`src/rtl/tscq_pkg.sv`:
```
package tscq_pkg;

    typedef enum logic {
        ACT_HIGH = 1'b0,
        ACT_LOW  = 1'b1
    } act_pol_e;

    // A synchronised level is active when it differs from the polarity bit.
    function automatic logic lvl_active(logic lvl, act_pol_e pol);
        return lvl ^ logic'(pol);
    endfunction

endpackage

```
`src/rtl/tscq_sync.sv`:
```
module tscq_sync #(
    parameter int STAGES = 2
) (
    input  logic clk,
    input  logic rst_n,
    input  logic din,
    output logic dout
);
    logic [STAGES-1:0] chain_d, chain_q;

    generate
        if (STAGES == 1) begin : g_one
            always_comb chain_d = din;
        end else begin : g_many
            always_comb chain_d = {chain_q[STAGES-2:0], din};
        end
    endgenerate

    always_ff @(posedge clk or negedge rst_n) begin
        if (!rst_n) chain_q <= '0;
        else        chain_q <= chain_d;
    end

    assign dout = chain_q[STAGES-1];
endmodule

```
`src/rtl/tscq_pin_qual.sv`:
```
module tscq_pin_qual
    import tscq_pkg::*;
#(
    parameter int MIN_ACTIVE_CYCLES = 5
) (
    input  logic clk,
    input  logic rst_n,
    input  logic lvl_sync,
    input  logic is_input,
    input  logic fall_active,
    output logic strobe
);
    localparam int CNT_W = $clog2(MIN_ACTIVE_CYCLES + 1);
    localparam logic [CNT_W-1:0] CNT_FIRE = CNT_W'(MIN_ACTIVE_CYCLES - 1);
    localparam logic [CNT_W-1:0] CNT_SAT  = CNT_W'(MIN_ACTIVE_CYCLES);

    typedef struct packed {
        logic [CNT_W-1:0] cnt;
        logic             armed;
        logic             strobe;
    } qual_t;

    qual_t st_d, st_q;
    logic  active;
    logic  fire;

    always_comb begin
        active = is_input && lvl_active(lvl_sync, act_pol_e'(fall_active));
        fire   = active && st_q.armed && (st_q.cnt == CNT_FIRE);

        st_d        = st_q;
        st_d.strobe = fire;

        if (!active)                   st_d.cnt = '0;
        else if (st_q.cnt != CNT_SAT)  st_d.cnt = st_q.cnt + 1'b1;

        if (!is_input)      st_d.armed = 1'b0;
        else if (!active)   st_d.armed = 1'b1;
        else if (fire)      st_d.armed = 1'b0;
    end

    always_ff @(posedge clk or negedge rst_n) begin
        if (!rst_n) st_q <= '0;
        else        st_q <= st_d;
    end

    assign strobe = st_q.strobe;
endmodule

```
`src/rtl/tscq_status_regs.sv`:
```
module tscq_status_regs #(
    parameter int NUM_PINS = 2
) (
    input  logic                clk,
    input  logic                rst_n,
    input  logic [NUM_PINS-1:0] cap_set,
    input  logic                timer_clr_en,
    input  logic                timer_int_set,
    input  logic                sts_clr_wr,
    input  logic [NUM_PINS:0]   sts_clr_mask,
    input  logic [NUM_PINS:0]   irq_en,
    output logic [NUM_PINS:0]   status,
    output logic                irq
);
    localparam int TMR_BIT = NUM_PINS;

    typedef struct packed {
        logic [NUM_PINS:0] sts;
    } regs_t;

    regs_t st_d, st_q;
    logic [NUM_PINS:0] sw_clr;
    logic              hw_tmr_clr;

    always_comb begin
        sw_clr     = sts_clr_wr ? sts_clr_mask : '0;
        hw_tmr_clr = timer_clr_en && (|cap_set);
        st_d       = st_q;
        for (int i = 0; i < NUM_PINS; i++) begin
            st_d.sts[i] = cap_set[i] || (st_q.sts[i] && !sw_clr[i]);
        end
        st_d.sts[TMR_BIT] = timer_int_set ||
                            (st_q.sts[TMR_BIT] && !sw_clr[TMR_BIT] && !hw_tmr_clr);
    end

    always_ff @(posedge clk or negedge rst_n) begin
        if (!rst_n) st_q <= '0;
        else        st_q <= st_d;
    end

    assign status = st_q.sts;
    assign irq    = |(st_q.sts & irq_en);
endmodule

```
`src/rtl/ts_capture_qualifier.sv`:
```
module ts_capture_qualifier #(
    parameter int NUM_PINS          = 2,
    parameter int SYNC_STAGES       = 2,
    parameter int MIN_ACTIVE_CYCLES = 5
) (
    input  logic                clk,
    input  logic                rst_n,
    input  logic [NUM_PINS-1:0] pin_in,
    input  logic [NUM_PINS-1:0] pin_is_input,
    input  logic [NUM_PINS-1:0] pin_fall_active,
    input  logic                timer_clr_en,
    input  logic                timer_int_set,
    input  logic                sts_clr_wr,
    input  logic [NUM_PINS:0]   sts_clr_mask,
    input  logic [NUM_PINS:0]   irq_en,
    output logic [NUM_PINS-1:0] cap_strobe,
    output logic [NUM_PINS:0]   irq_status,
    output logic                irq_out
);
    logic [NUM_PINS-1:0] lvl_sync;

    generate
        for (genvar p = 0; p < NUM_PINS; p++) begin : g_pin
            tscq_sync #(.STAGES(SYNC_STAGES)) u_sync (
                .clk  (clk),
                .rst_n(rst_n),
                .din  (pin_in[p]),
                .dout (lvl_sync[p])
            );
            tscq_pin_qual #(.MIN_ACTIVE_CYCLES(MIN_ACTIVE_CYCLES)) u_qual (
                .clk        (clk),
                .rst_n      (rst_n),
                .lvl_sync   (lvl_sync[p]),
                .is_input   (pin_is_input[p]),
                .fall_active(pin_fall_active[p]),
                .strobe     (cap_strobe[p])
            );
        end
    endgenerate

    tscq_status_regs #(.NUM_PINS(NUM_PINS)) u_regs (
        .clk          (clk),
        .rst_n        (rst_n),
        .cap_set      (cap_strobe),
        .timer_clr_en (timer_clr_en),
        .timer_int_set(timer_int_set),
        .sts_clr_wr   (sts_clr_wr),
        .sts_clr_mask (sts_clr_mask),
        .irq_en       (irq_en),
        .status       (irq_status),
        .irq          (irq_out)
    );
endmodule

```
`config.mk`:
```
export PLATFORM = sky130hd
export DESIGN_NAME = ts_capture_qualifier
export DESIGN_NICKNAME = d
export VERILOG_FILES = /design/src/rtl/tscq_pkg.sv /design/src/rtl/tscq_sync.sv /design/src/rtl/tscq_pin_qual.sv /design/src/rtl/tscq_status_regs.sv /design/src/rtl/ts_capture_qualifier.sv
export SDC_FILE = /design/constraint.sdc
export NUM_CORES = 1
export LEC_CHECK = 0
export ABC_AREA = 1
export BUFFER_PORTS_ARGS = -buffer_cell sky130_fd_sc_hd__buf_4
export CAP_MARGIN = 5
export CELL_PAD_IN_SITES_DETAIL_PLACEMENT = 0
export CELL_PAD_IN_SITES_GLOBAL_PLACEMENT = 1
export CORE_MARGIN = 1.5
export CORE_UTILIZATION = 33
export DETAILED_ROUTE_END_ITERATION = 12
export PLACE_DENSITY = 0.7
export SLEW_MARGIN = 20
export SYNTH_ARGS = -nofsm -noshare
export SYNTH_HDL_FRONTEND = slang
export SYNTH_SLANG_ARGS = --single-unit
export TNS_END_PERCENT = 20
```
`constraint.sdc`:
```
create_clock -name clk -period 1.1 [get_ports clk]
set_input_delay 0.22 -clock clk [delete_from_list [all_inputs] [get_ports clk]]
set_output_delay 0.22 -clock clk [all_outputs]
set_load 0.02 [all_outputs]
```
==> run_results.csv, run 1 <==
group,metric,value,unit
synth,syn_area,841,um^2
finish,diodes,0,
global_routing,grt_pass1_vias,570,
global_routing,grt_util_met3,2.54,%
synth,ys_types,14,
pwr,power_frac_comb,15.7,%
sta,post-route-min-period,1.18,ns
cts,cts_inserted_buffers,3,
die,die_x,53.5,um
global_routing,grt_use_total,11.3,%
cts,clk_latency,0.28,ns
placement,globalplace.congestion,0.647,
pwr,p_seq_share,56.5,%
drt,drc,0,
sta,relSlewSlack,84.8,%
outcome,failed_checks,"negative setup slack",
cts,cts_root_buffer,"clkbuf_4",
sta,fin_crit_sh,107,%
cts,numClockSinks,17,
drt,drt-initial-drc-count,6,
worst_setup_path,endpoint_kind,"output port",
pwr,power.leakage,0.000598,uW
worst_setup_path,rrSetupSlack,0.02,ns
die,io_pins,23,
global_routing,antenna_found_initial,0,
cts,htreeDepth,1,
outcome,status,"finished with violations",
global_routing,grt_pass1_wl,2280,um
pwr,p_clk_share,27.8,%
global_routing,grt_use_met1,13.9,%
synth,synthesis.nets,123,
global_routing,grt_max_degree,18,
pwr,p_int,883,uW
die,die_y,53.5,um
placement,io_buffers,22,
sta,fin_hold_ws,0.0331,ns
worst_setup_path,critPathLaunchType,"flip-flop",
sta,drv_slew,0,
synth,synth_cells,100,
die,start_util,34.6,%
sta,rsz0062_at_grt,"true",
die,rows,18,
drt,route.vias.total,673,
sta,setup_violations,2,
placement,dp_hpwl,1090,um
sta,tightest_slew,0.229,ns
sta,fmax,846,MHz
drt,viasPerCell,4.31,
die,coreArea,0.00243,mm^2
worst_setup_path,crit_path_start,"u_regs.status[1]$_DFF_PN0_",
cts,cts_tree,"built",
synth,ys_ff_latch,17,
hold_path,worstHoldStart,"pin_in[1]",
worst_setup_path,timing.rr.start,"g_pin[0].u_qual.st_q[2]$_DFFE_PN0P_",
pwr,p_switching,302,uW
global_routing,grt-busiest-layer,"met2",
synth,yosysWarnings,0,
sta,fin_skew,0.00214,ns
pwr,finalPower,1180,uW
drt,first_pass_iters,4,
worst_setup_path,critPathRequiredTime,0.88,ns
worst_setup_path,worstSetupPathType,"flip-flop to output port",
sta,hold_viol_final,0,
synth,yosysSeqAreaShare,50.6,%
worst_setup_path,cp_max_fo,3,
drt,ant_nets,0,
pwr,powerDensity,1070,mW/mm^2
drt,routedWlPerCell,9.11,um
die,die-area,0.00286,mm^2
sta,final_critical_path_setup_slack,-0.0820,ns
finish,layout-drive-gt1-share,30.2,%
global_routing,grt-ovfl-total,0,
cts,clk_path_buf_depth,2,
hold_path,holdCritPathClass,"input pin to flip-flop",
cts,cts.clk_slew.worst_paths,0.10,ns
flow_run,max-cap-violations,0,
sta,finalSetupTns,-0.131,ns
global_routing,grt_use_met2,18.7,%
pwr,ir_drop,0.000681,V
drt,wl,1420,um
synth,synth.avg_cell_area,8.41,um^2
finish,area_growth,32.0,%
finish,final_nets,150,
worst_setup_path,worst_ep_arrival_time,0.96,ns
pwr,swShare,25.5,%
[area by class of cell]
cell class	count	area, um^2
multi-input combinational	66	367
tap	30	37.5
inverter	15	56.3
clock buffer	4	26.3
sequential	17	425
timing repair buffer	24	198
fill	245	1320
[path summary, 6_finish.rpt]
check	to	depth (start not counted)
setup / recovery	irq_out	3
hold / removal	g_pin[1].u_sync.chain_q[0]$_DFF_PN0_	1
setup reg to reg	g_pin[0].u_qual.st_q[3]$_DFFE_PN0P_	6
hold reg to reg	g_pin[0].u_sync.chain_q[1]$_DFF_PN0_	0
max in group asynchronous	g_pin[0].u_qual.st_q[2]$_DFFE_PN0P_	2
min in group asynchronous	u_regs.status[1]$_DFF_PN0_	2
[registers in the layout, indices dropped and copies added (netlist names)]
name,cells
u_regs.status,3
g_pin.u_qual.strobe,2
g_pin.u_sync.chain_q,4
g_pin.u_qual.st_q,8
[cell families after synthesis]
family,count (synthesis),share of synthesized area (%)
adders and majority gates,6,8.93
DFF,17,50.6
AOI/OAI and AO/OA,6,4.46
and+or+nand+nor,54,27.5
buffers and inverters,17,8.48
[layer usage]
metal  wire length (um)  part of all wire, %  vias up
met3                 85                  6.0        0
met5                  0                    0        -
met2                679                   48       23
li1                   -                    -      356
met4                  0                    0        0
met1                656                   46      294
[timing repair]
action / 4_1_cts / 5_1_grt
setup buffers: 1 / 0
pin swaps: 3 / 2
gates resized for setup: 2 / 10
endpoints found under the hold margin: 17 / 0
hold buffers: 1 / 0
setup endpoints to repair: 1 / 14
[worst max-delay path, cell delays in order, from the launching register on]
cell and delay, ns:
dfrtp_1 0.40, nand2_1 0.08, nand3_2 0.07, buf_6 0.13
[Yosys cell counts, drive strengths merged]
library cell,count,area share (%)
ha,6,8.9
nor2,8,4.2
or2,2,1.5
a21oi,2,1.2
o21ai,1,0.59
inv,15,6.7
nand2,33,15
a21o,2,1.8
dfrtp,17,51
nand3,11,6.5
buf,2,1.8
a21boi,1,0.89
[through the flow]
step	worst slack (ns)	cells	instance area, um^2	util, %
after floorplan	0.105	100	841	-
after global placement	0.0371	150	1030	42.3
after detailed placement	0.0274	150	1030	42.3
after CTS	-0.0989	156	1080	44.4
after global routing	-0.144	156	1110	45.6
final	-0.0820	156	1110	45.6
[placed cells by master, fill, tap and decap left out, types with 3 or more instances in the layout]
cell type   n
buf_4      19
dfrtp_1    17
nand2_1    31
buf_6       4
inv_1      14
nand3_1    10
clkbuf_4    3
nor2_1      6
ha_2        4
[power by group through the flow]
stage          combinational, uW  sequential [uW]  clock (uW)
2_1_floorplan               88.3              682           0
3_3_place_gp                 173              680           0
3_5_place_dp                 176              682           0
4_1_cts                      183              669         345
5_1_grt                      212              674         375
6_report                     186              670         329
(Power assumes the default switching activity.)
==> run 2, diff against run 1 <==
--- a/config.mk
+++ b/config.mk
@@ -13,7 +13,7 @@
 export CORE_MARGIN = 1.5
 export CORE_UTILIZATION = 33
 export DETAILED_ROUTE_END_ITERATION = 12
-export PLACE_DENSITY = 0.7
+export PLACE_DENSITY = 0.75
 export SLEW_MARGIN = 20
 export SYNTH_ARGS = -nofsm -noshare
 export SYNTH_HDL_FRONTEND = slang
==> run 2 against run 1 <==
Against the previous run:
- the flow still finishes with violations (negative setup slack)
- total power increased by 1.8%
- fmax decreased by 2.4%
- sequential power about the same
- hold slack got worse by 0.0017 ns
- non-clock buffer count increased by 1
- clock-buffer cell count decreased by 1
- critical path depth unchanged
- combinational power increased by 9%
- global-route usage increased by 0.71 points
- via count increased by 1.9%
- die area unchanged
- largest cell class unchanged
- highest routed layer is now met4
==> run_results.csv, run 2 (synthesis results as in run 1) <==
group,metric,value,unit
worst_setup_path,r2r_end,"g_pin[0].u_qual.st_q[4]$_DFFE_PN0P_",
drt,first_pass_iters,4,
worst_setup_path,timing.rr.start,"g_pin[0].u_qual.st_q[2]$_DFFE_PN0P_",
global_routing,grt-ovfl-total,0,
cts,cts_root_buffer,"clkbuf_4",
worst_setup_path,crit_path_start,"u_regs.status[2]$_DFF_PN0_",
finish,fin_util,46.8,%
pwr,power.leakage,0.000606,uW
finish,regMostFlops,"g_pin.u_qual.st_q",
drt,wl,1560,um
sta,tightest_slew,0.225,ns
sta,fmax,825,MHz
cts,htreeDepth,1,
sta,fin_skew,0.00133,ns
finish,area_growth,35.3,%
finish,final_common_cell,"nand2_1",
drt,routedWlPerCell,9.92,um
worst_setup_path,path_cells,"nand2_1 -> nand3_2 -> buf_6",
finish,mostFrequentLayoutCells,"nand2_1, buf_4, dfrtp_1, inv_1, nand3_1",
global_routing,grt_use_total,12.0,%
worst_setup_path,critPathRequiredTime,0.88,ns
cts,cts_tree,"built",
hold_path,holdPathEnd,"g_pin[0].u_sync.chain_q[0]$_DFF_PN0_",
outcome,status,"finished with violations",
worst_setup_path,cp_max_fo,2,
worst_setup_path,critPathLaunchType,"flip-flop",
sta,hold_viol_final,0,
finish,layout.cells.non_filler,157,
sta,setup_violations,2,
placement,dp_hpwl,1160,um
finish,layout-drive-gt1-share,32.3,%
die,die_y,53.5,um
sta,final_critical_path_setup_slack,-0.112,ns
die,coreArea,0.00243,mm^2
sta,relSlewSlack,85.0,%
pwr,powerDensity,1060,mW/mm^2
global_routing,grt_pass1_vias,620,
cts,numClockSinks,17,
worst_setup_path,worst_ep_arrival_time,0.99,ns
pwr,ir_drop,0.000789,V
drt,viasPerCell,4.37,
finish,diodes,0,
placement,io_buffers,22,
flow_run,max-cap-violations,0,
worst_setup_path,cpMaxStageDelayCell,"dfrtp_1",
cts,cts_inserted_buffers,3,
sta,post-route-min-period,1.21,ns
cts,cts.clk_slew.worst_paths,0.10,ns
global_routing,grt_pass1_wl,2440,um
outcome,failed_checks,"negative setup slack",
finish,final_nets,151,
worst_setup_path,rrSetupSlack,0.03,ns
placement,place_inst,150,
cts,clk_path_buf_depth,2,
global_routing,antenna_found_initial,0,
die,io_pins,23,
sta,finalSetupTns,-0.168,ns
placement,placed_cell_area,0.00103,mm^2
die,rows,18,
drt,drt-initial-drc-count,7,
worst_setup_path,max_stage_delay,0.39,ns
drt,route.vias.total,686,
sta,drv_slew,0,
global_routing,grt_max_degree,18,
die,die-area,0.00286,mm^2
hold_path,worstHoldPathCells,1,
worst_setup_path,rr_worst_depth,4,
finish,design_area,0.00114,mm^2
hold_path,holdCritPathClass,"input pin to flip-flop",
worst_setup_path,endpoint_kind,"output port",
sta,fin_crit_sh,110,%
drt,drc,0,
sta,rsz0062_at_grt,"true",
sta,fin_hold_ws,0.0315,ns
cts,clk_latency,0.29,ns
drt,ant_nets,0,
worst_setup_path,worstSetupPathType,"flip-flop to output port",
die,start_util,34.6,%
die,die_x,53.5,um
finish,largest_register_ffs,8,
hold_path,worstHoldStart,"pin_in[0]",
placement,globalplace.congestion,0.698,
## run 2: cell types whose count changed in the layout (fill, tap and decap cells not counted), sizes merged
cell         previous run  this run
clkinv                  0         1
dlygate4sd3             1         2
clkbuf                  4         3
## run 2: where the power goes
group	switching [uW]	leakage [uW]	internal (uW)	total (uW)
registers	21.5	0.000217	651	673
clock network	194	0.0000177	135	330
logic	99.2	0.000371	104	203
total	315	0.000606	890	1210
## run 2: cell type report
class	count	area [um^2]
well taps	30	37.5
fillers	248	1290
repair buffers	25	208
flip-flops and latches	17	427
clock inverters	1	5.00
clock buffers	3	22.5
inverters	15	56.3
multi-input cells	66	382
## run 2: routing by layer
metal / GRT usage, % / up-vias / part of all wire [%]
met4: 6.41 / 0 / 1.4
met2: 21.0 / 26 / 51
li1: - / 359 / -
met5: 0 / - / 0
met1: 13.5 / 298 / 42
met3: 2.54 / 3 / 5.4
## run 2: how the worst max path moves through the flow
stage	end	slack (ns)	depth (start not counted)
global route	irq_out	-0.19	3
floorplan	g_pin[1].u_qual.st_q[3]$_DFFE_PN0P_	0.10	6
detailed placement	g_pin[1].u_qual.st_q[3]$_DFFE_PN0P_	0.02	7
global placement	g_pin[1].u_qual.st_q[3]$_DFFE_PN0P_	0.04	7
finish	irq_out	-0.11	3
CTS	irq_out	-0.11	3
## run 2: worst max-delay path: cells and delay by family (launching register included)
kind	cells	cell delay [ns]
and+or+nand+nor	2	0.17
DFF	1	0.39
buffers and inverters	1	0.13
## run 2: through the flow
| step | setup WS [ns] | power (uW) |
|---|---|---|
| floorplan | 0.105 | 770 |
| detailed placement | 0.0150 | 858 |
| finish | -0.112 | 1210 |
| CTS | -0.109 | 1210 |
| global placement | 0.0389 | 852 |
| global route | -0.192 | 1300 |
## run 2: timing repair
item                                    CTS  global route
hold buffers                              1             1
hold endpoints to repair                 17             1
buffers inserted                          1             0
resized for setup                         3            12
pin swaps                                 4             2
endpoints found under the setup margin    2            13
